### config.mk
export PLATFORM = sky130hd
export DESIGN_NAME = acpi_pm_evt_ctrl
export DESIGN_NICKNAME = d
export VERILOG_FILES = /design/src/rtl/acpi_pm_pkg.sv /design/src/rtl/acpi_pm_win.sv /design/src/rtl/acpi_pm_tmr.sv /design/src/rtl/acpi_pm_regs.sv /design/src/rtl/acpi_pm_sci.sv /design/src/rtl/acpi_pm_evt_ctrl.sv
export SDC_FILE = /design/constraint.sdc
export NUM_CORES = 1
export LEC_CHECK = 0
export BUFFER_PORTS_ARGS = -buffer_cell sky130_fd_sc_hd__buf_4
export CELL_PAD_IN_SITES_DETAIL_PLACEMENT = 1
export CELL_PAD_IN_SITES_GLOBAL_PLACEMENT = 1
export CORE_AREA = 2 2 111 113
export DETAILED_ROUTE_END_ITERATION = 6
export DIE_AREA = 0 0 113 115
export GPL_TIMING_DRIVEN = 0
export PLACE_DENSITY = 0.74
export SKIP_LAST_GASP = 1
export SLEW_MARGIN = 0
export SYNTH_ARGS = -nofsm -noshare
export SYNTH_HDL_FRONTEND = slang
export SYNTH_SLANG_ARGS = --single-unit
### constraint.sdc
create_clock -name clk -period 1.95 [get_ports clk]
set_input_delay 0.0975 -clock clk [delete_from_list [all_inputs] [get_ports clk]]
set_output_delay 0.0975 -clock clk [all_outputs]
set_load 0.02 [all_outputs]
### src/rtl/acpi_pm_pkg.sv
// Shared constants and types for the ACPI power-management event controller.
package acpi_pm_pkg;

    // Window geometry: 64 bytes, so six offset bits.
    localparam int WIN_OFS_W = 6;

    // Register offsets inside the window.
    localparam logic [WIN_OFS_W-1:0] OFS_STS  = 6'h00;
    localparam logic [WIN_OFS_W-1:0] OFS_EN   = 6'h02;
    localparam logic [WIN_OFS_W-1:0] OFS_CTL  = 6'h04;
    localparam logic [WIN_OFS_W-1:0] OFS_TMR  = 6'h08;
    localparam logic [WIN_OFS_W-1:0] OFS_GSTS = 6'h0C;
    localparam logic [WIN_OFS_W-1:0] OFS_GEN  = 6'h0E;

    // Fixed-event bit positions (shared by status and enable).
    localparam int BIT_TMR = 0;
    localparam int BIT_GBL = 5;
    localparam int BIT_PWR = 8;
    localparam int BIT_RTC = 10;

    // General-purpose hotplug bit and control ACPI-mode bit.
    localparam int BIT_HP    = 1;
    localparam int BIT_SCIEN = 0;

    // Register widths.
    localparam int PM_REG_W = 16;
    localparam int GPE_W    = 8;

    // Fixed events that can raise SCI.
    localparam logic [PM_REG_W-1:0] SCI_MASK =
        PM_REG_W'((1 << BIT_TMR) | (1 << BIT_GBL) | (1 << BIT_PWR) | (1 << BIT_RTC));

    // APM command codes.
    localparam logic [7:0] APM_ACPI_ON  = 8'hF1;
    localparam logic [7:0] APM_ACPI_OFF = 8'hF0;

    // Register selected by the window decoder.
    typedef enum logic [2:0] {
        SEL_NONE,
        SEL_STS,
        SEL_EN,
        SEL_CTL,
        SEL_TMR,
        SEL_GSTS,
        SEL_GEN
    } reg_sel_e;

endpackage

### src/rtl/acpi_pm_win.sv
// Relocatable I/O window decoder.
// Captures the base (aligned to the window size) and the window enable
// on a commit strobe. Produces the hit flag and the selected register.
// Assumes a naturally aligned power-of-two window.
module acpi_pm_win
    import acpi_pm_pkg::*;
#(
    parameter int ADDR_W = 16
) (
    input  logic              clk,
    input  logic              rst_n,
    input  logic              commit_i,
    input  logic [ADDR_W-1:0] base_i,
    input  logic              win_en_i,
    input  logic [ADDR_W-1:0] addr_i,
    output logic              hit_o,
    output logic              win_en_o,
    output reg_sel_e          sel_o
);

    localparam logic [ADDR_W-1:0] BASE_MASK = ~ADDR_W'((1 << WIN_OFS_W) - 1);

    logic [ADDR_W-1:0] base_q;
    logic              en_q;
    logic [WIN_OFS_W-1:0] ofs;

    // Latch the masked base and the enable only on commit.
    always_ff @(posedge clk) begin
        if (!rst_n) begin
            base_q <= '0;
            en_q   <= 1'b0;
        end else if (commit_i) begin
            base_q <= base_i & BASE_MASK;
            en_q   <= win_en_i;
        end
    end

    // Compare the aligned address against the captured base.
    always_comb begin
        hit_o = en_q && ((addr_i & BASE_MASK) == base_q);
        ofs   = addr_i[WIN_OFS_W-1:0];
    end

    // Map the offset to a register select; unmapped offsets select nothing.
    always_comb begin
        sel_o = SEL_NONE;
        if (hit_o) begin
            case (ofs)
                OFS_STS:  sel_o = SEL_STS;
                OFS_EN:   sel_o = SEL_EN;
                OFS_CTL:  sel_o = SEL_CTL;
                OFS_TMR:  sel_o = SEL_TMR;
                OFS_GSTS: sel_o = SEL_GSTS;
                OFS_GEN:  sel_o = SEL_GEN;
                default:  sel_o = SEL_NONE;
            endcase
        end
    end

    assign win_en_o = en_q;

endmodule

### src/rtl/acpi_pm_tmr.sv
// Free-running power-management timer.
// Counts on each tick enable and flags the cycle in which its most
// significant bit toggles. Assumes the tick is synchronous to clk.
module acpi_pm_tmr #(
    parameter int TMR_W = 24
) (
    input  logic             clk,
    input  logic             rst_n,
    input  logic             tick_i,
    output logic [TMR_W-1:0] cnt_o,
    output logic             msb_flip_o
);

    logic [TMR_W-1:0] cnt_q;
    logic [TMR_W-1:0] cnt_nxt;

    // Next count value when a tick is present.
    always_comb begin
        cnt_nxt    = cnt_q + TMR_W'(1);
        msb_flip_o = tick_i && (cnt_nxt[TMR_W-1] != cnt_q[TMR_W-1]);
    end

    // Advance the counter on tick.
    always_ff @(posedge clk) begin
        if (!rst_n) begin
            cnt_q <= '0;
        end else if (tick_i) begin
            cnt_q <= cnt_nxt;
        end
    end

    assign cnt_o = cnt_q;

endmodule

### src/rtl/acpi_pm_regs.sv
// Event status, enable, control and general-purpose event registers.
// Status bits are set by event pulses and cleared by writing one, and a
// set takes priority over a clear in the same cycle. APM commands
// override I/O writes to the ACPI-mode control bit.
module acpi_pm_regs
    import acpi_pm_pkg::*;
(
    input  logic                clk,
    input  logic                rst_n,
    input  logic                wr_i,
    input  reg_sel_e            sel_i,
    input  logic [PM_REG_W-1:0] wdata_i,
    input  logic                tmr_flip_i,
    input  logic                gbl_evt_i,
    input  logic                pwr_evt_i,
    input  logic                rtc_evt_i,
    input  logic                hp_evt_i,
    input  logic                apm_wr_i,
    input  logic [7:0]          apm_cmd_i,
    output logic [PM_REG_W-1:0] sts_o,
    output logic [PM_REG_W-1:0] en_o,
    output logic [PM_REG_W-1:0] ctl_o,
    output logic [GPE_W-1:0]    gsts_o,
    output logic [GPE_W-1:0]    gen_o
);

    logic [PM_REG_W-1:0] set_vec;
    logic [PM_REG_W-1:0] clr_vec;
    logic [GPE_W-1:0]    gset_vec;
    logic [GPE_W-1:0]    gclr_vec;
    logic [PM_REG_W-1:0] en_q;
    logic [PM_REG_W-1:0] ctl_q;
    logic [PM_REG_W-1:0] ctl_nxt;
    logic [GPE_W-1:0]    gen_q;

    // Collect event sets and write-one clears for both status registers.
    always_comb begin
        set_vec          = '0;
        set_vec[BIT_TMR] = tmr_flip_i;
        set_vec[BIT_GBL] = gbl_evt_i;
        set_vec[BIT_PWR] = pwr_evt_i;
        set_vec[BIT_RTC] = rtc_evt_i;
        clr_vec          = (wr_i && sel_i == SEL_STS) ? wdata_i : '0;
        gset_vec         = '0;
        gset_vec[BIT_HP] = hp_evt_i;
        gclr_vec         = (wr_i && sel_i == SEL_GSTS) ? wdata_i[GPE_W-1:0] : '0;
    end

    // One sticky cell per status bit: set wins over clear.
    for (genvar i = 0; i < PM_REG_W; i++) begin : g_sts
        logic bit_q;
        always_ff @(posedge clk) begin
            if (!rst_n)          bit_q <= 1'b0;
            else if (set_vec[i]) bit_q <= 1'b1;
            else if (clr_vec[i]) bit_q <= 1'b0;
        end
        assign sts_o[i] = bit_q;
    end

    // Same sticky cell per general-purpose status bit.
    for (genvar j = 0; j < GPE_W; j++) begin : g_gsts
        logic bit_q;
        always_ff @(posedge clk) begin
            if (!rst_n)           bit_q <= 1'b0;
            else if (gset_vec[j]) bit_q <= 1'b1;
            else if (gclr_vec[j]) bit_q <= 1'b0;
        end
        assign gsts_o[j] = bit_q;
    end

    // Control next value: I/O write first, APM command last so it wins.
    always_comb begin
        ctl_nxt = ctl_q;
        if (wr_i && sel_i == SEL_CTL) begin
            ctl_nxt = wdata_i;
        end
        if (apm_wr_i && apm_cmd_i == APM_ACPI_ON) begin
            ctl_nxt[BIT_SCIEN] = 1'b1;
        end else if (apm_wr_i && apm_cmd_i == APM_ACPI_OFF) begin
            ctl_nxt[BIT_SCIEN] = 1'b0;
        end
    end

    // Plain read/write registers.
    always_ff @(posedge clk) begin
        if (!rst_n) begin
            en_q  <= '0;
            ctl_q <= '0;
            gen_q <= '0;
        end else begin
            ctl_q <= ctl_nxt;
            if (wr_i && sel_i == SEL_EN)  en_q  <= wdata_i;
            if (wr_i && sel_i == SEL_GEN) gen_q <= wdata_i[GPE_W-1:0];
        end
    end

    assign en_o  = en_q;
    assign ctl_o = ctl_q;
    assign gen_o = gen_q;

endmodule

### src/rtl/acpi_pm_sci.sv
// SCI level generator.
// Purely combinational: ORs the enabled fixed events in the SCI mask with
// the enabled hotplug general-purpose event. Assumes registered inputs.
module acpi_pm_sci
    import acpi_pm_pkg::*;
(
    input  logic [PM_REG_W-1:0] sts_i,
    input  logic [PM_REG_W-1:0] en_i,
    input  logic                hp_sts_i,
    input  logic                hp_en_i,
    output logic                sci_o
);

    // Evaluate the interrupt level from pending and enabled sources.
    always_comb begin
        sci_o = (|(sts_i & en_i & SCI_MASK)) || (hp_sts_i && hp_en_i);
    end

endmodule

### src/rtl/acpi_pm_evt_ctrl.sv
// ACPI power-management event controller, top level.
// Ties the window decoder, the timer, the register file and the SCI
// generator together, muxes read data and registers the SMI pulse.
// Assumes single-cycle I/O writes and a combinational read path.
module acpi_pm_evt_ctrl
    import acpi_pm_pkg::*;
#(
    parameter int ADDR_W = 16,
    parameter int TMR_W  = 24,
    parameter int RD_W   = 32
) (
    input  logic              clk,
    input  logic              rst_n,
    input  logic              cfg_commit_i,
    input  logic [ADDR_W-1:0] cfg_base_i,
    input  logic              cfg_win_en_i,
    input  logic              cfg_smi_en_i,
    input  logic [ADDR_W-1:0] io_addr_i,
    input  logic              io_wr_i,
    input  logic [PM_REG_W-1:0] io_wdata_i,
    output logic [RD_W-1:0]   io_rdata_o,
    output logic              io_hit_o,
    input  logic              tmr_tick_i,
    input  logic              pwrbtn_req_i,
    input  logic              rtc_evt_i,
    input  logic              gbl_evt_i,
    input  logic              hotplug_evt_i,
    input  logic              apm_wr_i,
    input  logic [7:0]        apm_cmd_i,
    output logic              sci_o,
    output logic              smi_o
);

    reg_sel_e            sel;
    logic                win_en_q;
    logic [TMR_W-1:0]    tmr_cnt;
    logic                tmr_flip;
    logic [PM_REG_W-1:0] sts;
    logic [PM_REG_W-1:0] en;
    logic [PM_REG_W-1:0] ctl_q;
    logic [GPE_W-1:0]    gsts;
    logic [GPE_W-1:0]    gen;
    logic                smi_q;

    acpi_pm_win #(
        .ADDR_W (ADDR_W)
    ) u_win (
        .clk      (clk),
        .rst_n    (rst_n),
        .commit_i (cfg_commit_i),
        .base_i   (cfg_base_i),
        .win_en_i (cfg_win_en_i),
        .addr_i   (io_addr_i),
        .hit_o    (io_hit_o),
        .win_en_o (win_en_q),
        .sel_o    (sel)
    );

    acpi_pm_tmr #(
        .TMR_W (TMR_W)
    ) u_tmr (
        .clk        (clk),
        .rst_n      (rst_n),
        .tick_i     (tmr_tick_i),
        .cnt_o      (tmr_cnt),
        .msb_flip_o (tmr_flip)
    );

    acpi_pm_regs u_regs (
        .clk        (clk),
        .rst_n      (rst_n),
        .wr_i       (io_wr_i),
        .sel_i      (sel),
        .wdata_i    (io_wdata_i),
        .tmr_flip_i (tmr_flip),
        .gbl_evt_i  (gbl_evt_i),
        .pwr_evt_i  (pwrbtn_req_i),
        .rtc_evt_i  (rtc_evt_i),
        .hp_evt_i   (hotplug_evt_i),
        .apm_wr_i   (apm_wr_i),
        .apm_cmd_i  (apm_cmd_i),
        .sts_o      (sts),
        .en_o       (en),
        .ctl_o      (ctl_q),
        .gsts_o     (gsts),
        .gen_o      (gen)
    );

    acpi_pm_sci u_sci (
        .sts_i    (sts),
        .en_i     (en),
        .hp_sts_i (gsts[BIT_HP]),
        .hp_en_i  (gen[BIT_HP]),
        .sci_o    (sci_o)
    );

    // Read-data mux; zero for misses and unmapped offsets.
    always_comb begin
        case (sel)
            SEL_STS:  io_rdata_o = RD_W'(sts);
            SEL_EN:   io_rdata_o = RD_W'(en);
            SEL_CTL:  io_rdata_o = RD_W'(ctl_q);
            SEL_TMR:  io_rdata_o = RD_W'(tmr_cnt);
            SEL_GSTS: io_rdata_o = RD_W'(gsts);
            SEL_GEN:  io_rdata_o = RD_W'(gen);
            default:  io_rdata_o = '0;
        endcase
    end

    // One-cycle SMI pulse after an APM command when allowed.
    always_ff @(posedge clk) begin
        if (!rst_n) smi_q <= 1'b0;
        else        smi_q <= apm_wr_i && cfg_smi_en_i;
    end

    assign smi_o = smi_q;

endmodule

==> impl_results.md <==
* Status: complete, but fails checks
* Failing checks: design-rule violations, negative setup slack
* Clock sinks at 81
* Slowest cell delay on critical path at 0.58 ns
* Global Route met3 Usage at 4.639%
* Layout fillers at 1337
* Top cell by count, worst path: buf_6
* Worst Setup Path Type: flip-flop to output pin
* Fmax at 409.6 MHz
* Largest net degree at the start of global routing at 13
* Routed vias/inst at ~5.2
* DRT Wirelength at 13.30 mm
* N_diodes at 0
* Worst hold path type: input pin to flip-flop
* CP max stage cell: or4_4
* Slew @ Worst Pin at 0.6904 ns
* Total CTS buffers at 9
* Initial DRC Count at between 150 and 200
* Worst skew pair latency at 0.34 ns
* Synth top area cells: dfxtp_1, mux2i_1, nor2b_1
* DP HPWL at 9.546 mm
* GRT Util Overall at 20.81%
* Max-slew headroom at a little over half
* Commonest cells in the netlist: dfxtp_1, nand2_1, mux2i_1
* Worst vdd ir at 584.8 uV
* Post-synth EDFFs at 0
* Vias in the first global route at 4108
* Top cell family by delay on the critical path: simple AND/OR/NAND/NOR gates
* Leakage at 2.265 nW
* Power Dens Cells at between 600 and 700 mW/mm^2
* Final Hold Fails at 0
* Yosys top cell by area: dfxtp_1
* Syn avg cell area at 9.391 sq um
* Gr busiest metal: met2
* Max-Cap Viols at 0
* Synthesized netlist cell count at 445
* Pre-CTS WS at -0.4776 ns
* Die height at 115 um
* Port-buffer cells at 83
* First-pass GRT wire length at 21.00 mm
* Die area at 0.01300 sq mm
* H-tree Lvls at 3
* CP Cell Sequence: xnor2_2, nand4_1, or4_4, nor3_4, buf_6, buf_6, a221o_1, buf_6
* Die W at 113 um
* Initial Utilization at a little over a third
* Worst-path clk slew at 0.06 ns
* Share of layout cells above drive strength 1 at 32.99%
* Syn-to-layout area delta at 41.05%
* CTS tree: done
* Worst Path Buf+Inv at 3
* M2 GR Usage at 38.16%
* FF-to-FF Start: u_win.base_q[14]$_SDFFE_PN0P_
* RSZ-0062 raised after global routing: yes
* Clk_skew at 0.009193 ns
* Final Cycle Share at 125.2%
* Wire length per cell at 18.40 um
* Crit. End Element: output pin
* Slew Limit Fails at 0
* Sequential fraction of the synthesis area at about two fifths
* Post-synth top area share at 38.80%
* Remaining Overflow, GRT at 0
* # IOs at 103
* HP Start: io_wdata_i[14]
* DR vias at 3748
* YS warnings at 0
* Final Worst Setup Slack at -0.4916 ns
* Max FO, Critical Path at 6
* Post-synth cell types at 50
* Clock buffer depth at 2
* Most numerous cell in the Yosys netlist: dfxtp_1
* Routed Antenna Nets at 0
* Num rows at 40
* Synth async-reset ratio at 0%
* Synth Flop Type: dfxtp_1
* Grt met1 use at approximately a quarter
* Nets at 640
* Period minus WS final at 2.442 ns
* Worst Setup Start Kind: flip-flop
* Worst setup path start: u_win.base_q[14]$_SDFFE_PN0P_
* Setup TNS at -11.02 ns
* Number of remaining DRC errors at 5
* Crit path required time at 1.85 ns
* Final setup vio count at 36
* CP arrival at 2.34 ns
* Core area at 0.01181 sq mm
* Initial antenna violation count at 0
* DR pass1 iterations at 6
* Routability congestion estimate from global placement at 0.7941
* Synthesized flop and latch total at a little over 80
* Clk root buf: clkbuf_16
* Syn Std Cell Area at ~0.0042 sq mm
==> cell type report <==
| cell class | instances | area (sq um) | share of cell area [%] |
|---|---|---|---|
| buffer | 33 | 234.0 | 3.969 |
| clock buffer | 14 | 274.0 | 4.649 |
| clock inverter | 2 | 35.03 | 0.5944 |
| inverter | 2 | 7.507 | 0.1274 |
| multi-input combinational | 334 | 2585 | 43.85 |
| sequential | 81 | 1625 | 27.57 |
| tap | 147 | 183.9 | 3.120 |
| timing repair buffer | 110 | 949.7 | 16.11 |
==> power by group <==
part	switching [W]	leakage [nW]	internal, W	total (W)
logic	0.000183	1.45	0.000198	0.000380
registers	0.0000239	0.657	0.00168	0.00170
clock network	0.000666	0.153	0.00110	0.00176
total	0.000873	2.26	0.00297	0.00385
==> per-layer routing <==
| metal | part of all wire [%] | vias up |
|---|---|---|
| met4 | 1.6 | 0 |
| met1 | 41 | 1837 |
| met2 | 53 | 79 |
| met5 | 0 | - |
| met3 | 4.4 | 16 |
| li1 | - | 1816 |
==> logic make-up (layout without fill, tap and decap cells) <==
group,after synthesis,count (layout),share of synthesized area [%]
other,1,8,0.08973
XOR/XNOR,31,31,6.497
buffers and inverters,37,161,5.030
multiplexers,41,41,9.820
AO/OA/AOI/OAI,59,59,11.29
flip-flops,81,81,38.80
adder cells (fa/ha/maj),1,1,0.2994
AND/OR/NAND/NOR,194,194,28.17
==> worst register-to-register path: cells and delay by family, from the launching register on <==
family,cells,cell delay (ns)
AO/OA/AOI/OAI,1,0.12
XOR/XNOR,1,0.20
buffers and inverters,5,0.77
flip-flops,1,0.33
AND/OR/NAND/NOR,3,0.50
==> path summary, 6_finish.rpt <==
| kind | depth (start not counted) | to | slack (ns) |
|---|---|---|---|
| setup / recovery | 8 | io_rdata_o[15] | -0.49 |
| hold reg to reg | 2 | u_regs.ctl_o[3]$_SDFFE_PN0P_ | 0.46 |
| hold / removal | 3 | u_regs.ctl_o[14]$_SDFFE_PN0P_ | 0.02 |
| setup reg to reg | 10 | u_regs.ctl_o[10]$_SDFFE_PN0P_ | -0.04 |
==> what timing repair did <==
item	in CTS	in global routing
pin swaps	13	29
hold endpoints to repair	4	0
endpoints found under the setup margin	70	70
gates cloned	3	1
gates resized for setup	42	54
buffers inserted	14	4
hold buffers	5	0
==> placed cells by master (no fill, tap or decap), drive strengths merged, types with 6 or more instances in the layout <==
cell type,n
a21boi,18
buf,124
xor2,6
and2,28
clkbuf,28
nor3,16
nand4,16
o21a,6
mux2i,41
dfxtp,81
a22oi,6
nor2b,39
xnor2,25
conb,8
nor4,7
nor2,6
a221o,13
nand3,12
nand2,50
==> sequential cells by signal, indices dropped and copies added (netlist names) <==
signal	flops
smi_o	1
u_win.base_q	10
u_regs.ctl_o	16
u_regs.g_gsts.bit_q	1
u_regs.gen_o	8
u_regs.en_o	16
u_regs.g_sts.bit_q	4
u_win.win_en_o	1
u_tmr.cnt_o	24
==> metrics by stage <==
stage | hold WS [ns] | util, % | total power, W | instance area [sq um] | instances
global placement | 0.3125 | 42.81 | 0.002063 | 5056 | 682
detailed placement | 0.3219 | 42.81 | 0.002071 | 5056 | 682
finish | 0.02162 | 49.90 | 0.003848 | 5894 | 723
floorplan | 0.2213 | - | 0.001910 | 4249 | 452
global route | 0.01647 | 49.90 | 0.003999 | 5894 | 723
CTS | 0.01747 | 48.28 | 0.003869 | 5703 | 719
No activity file was read; power rests on OpenSTA's default activity.
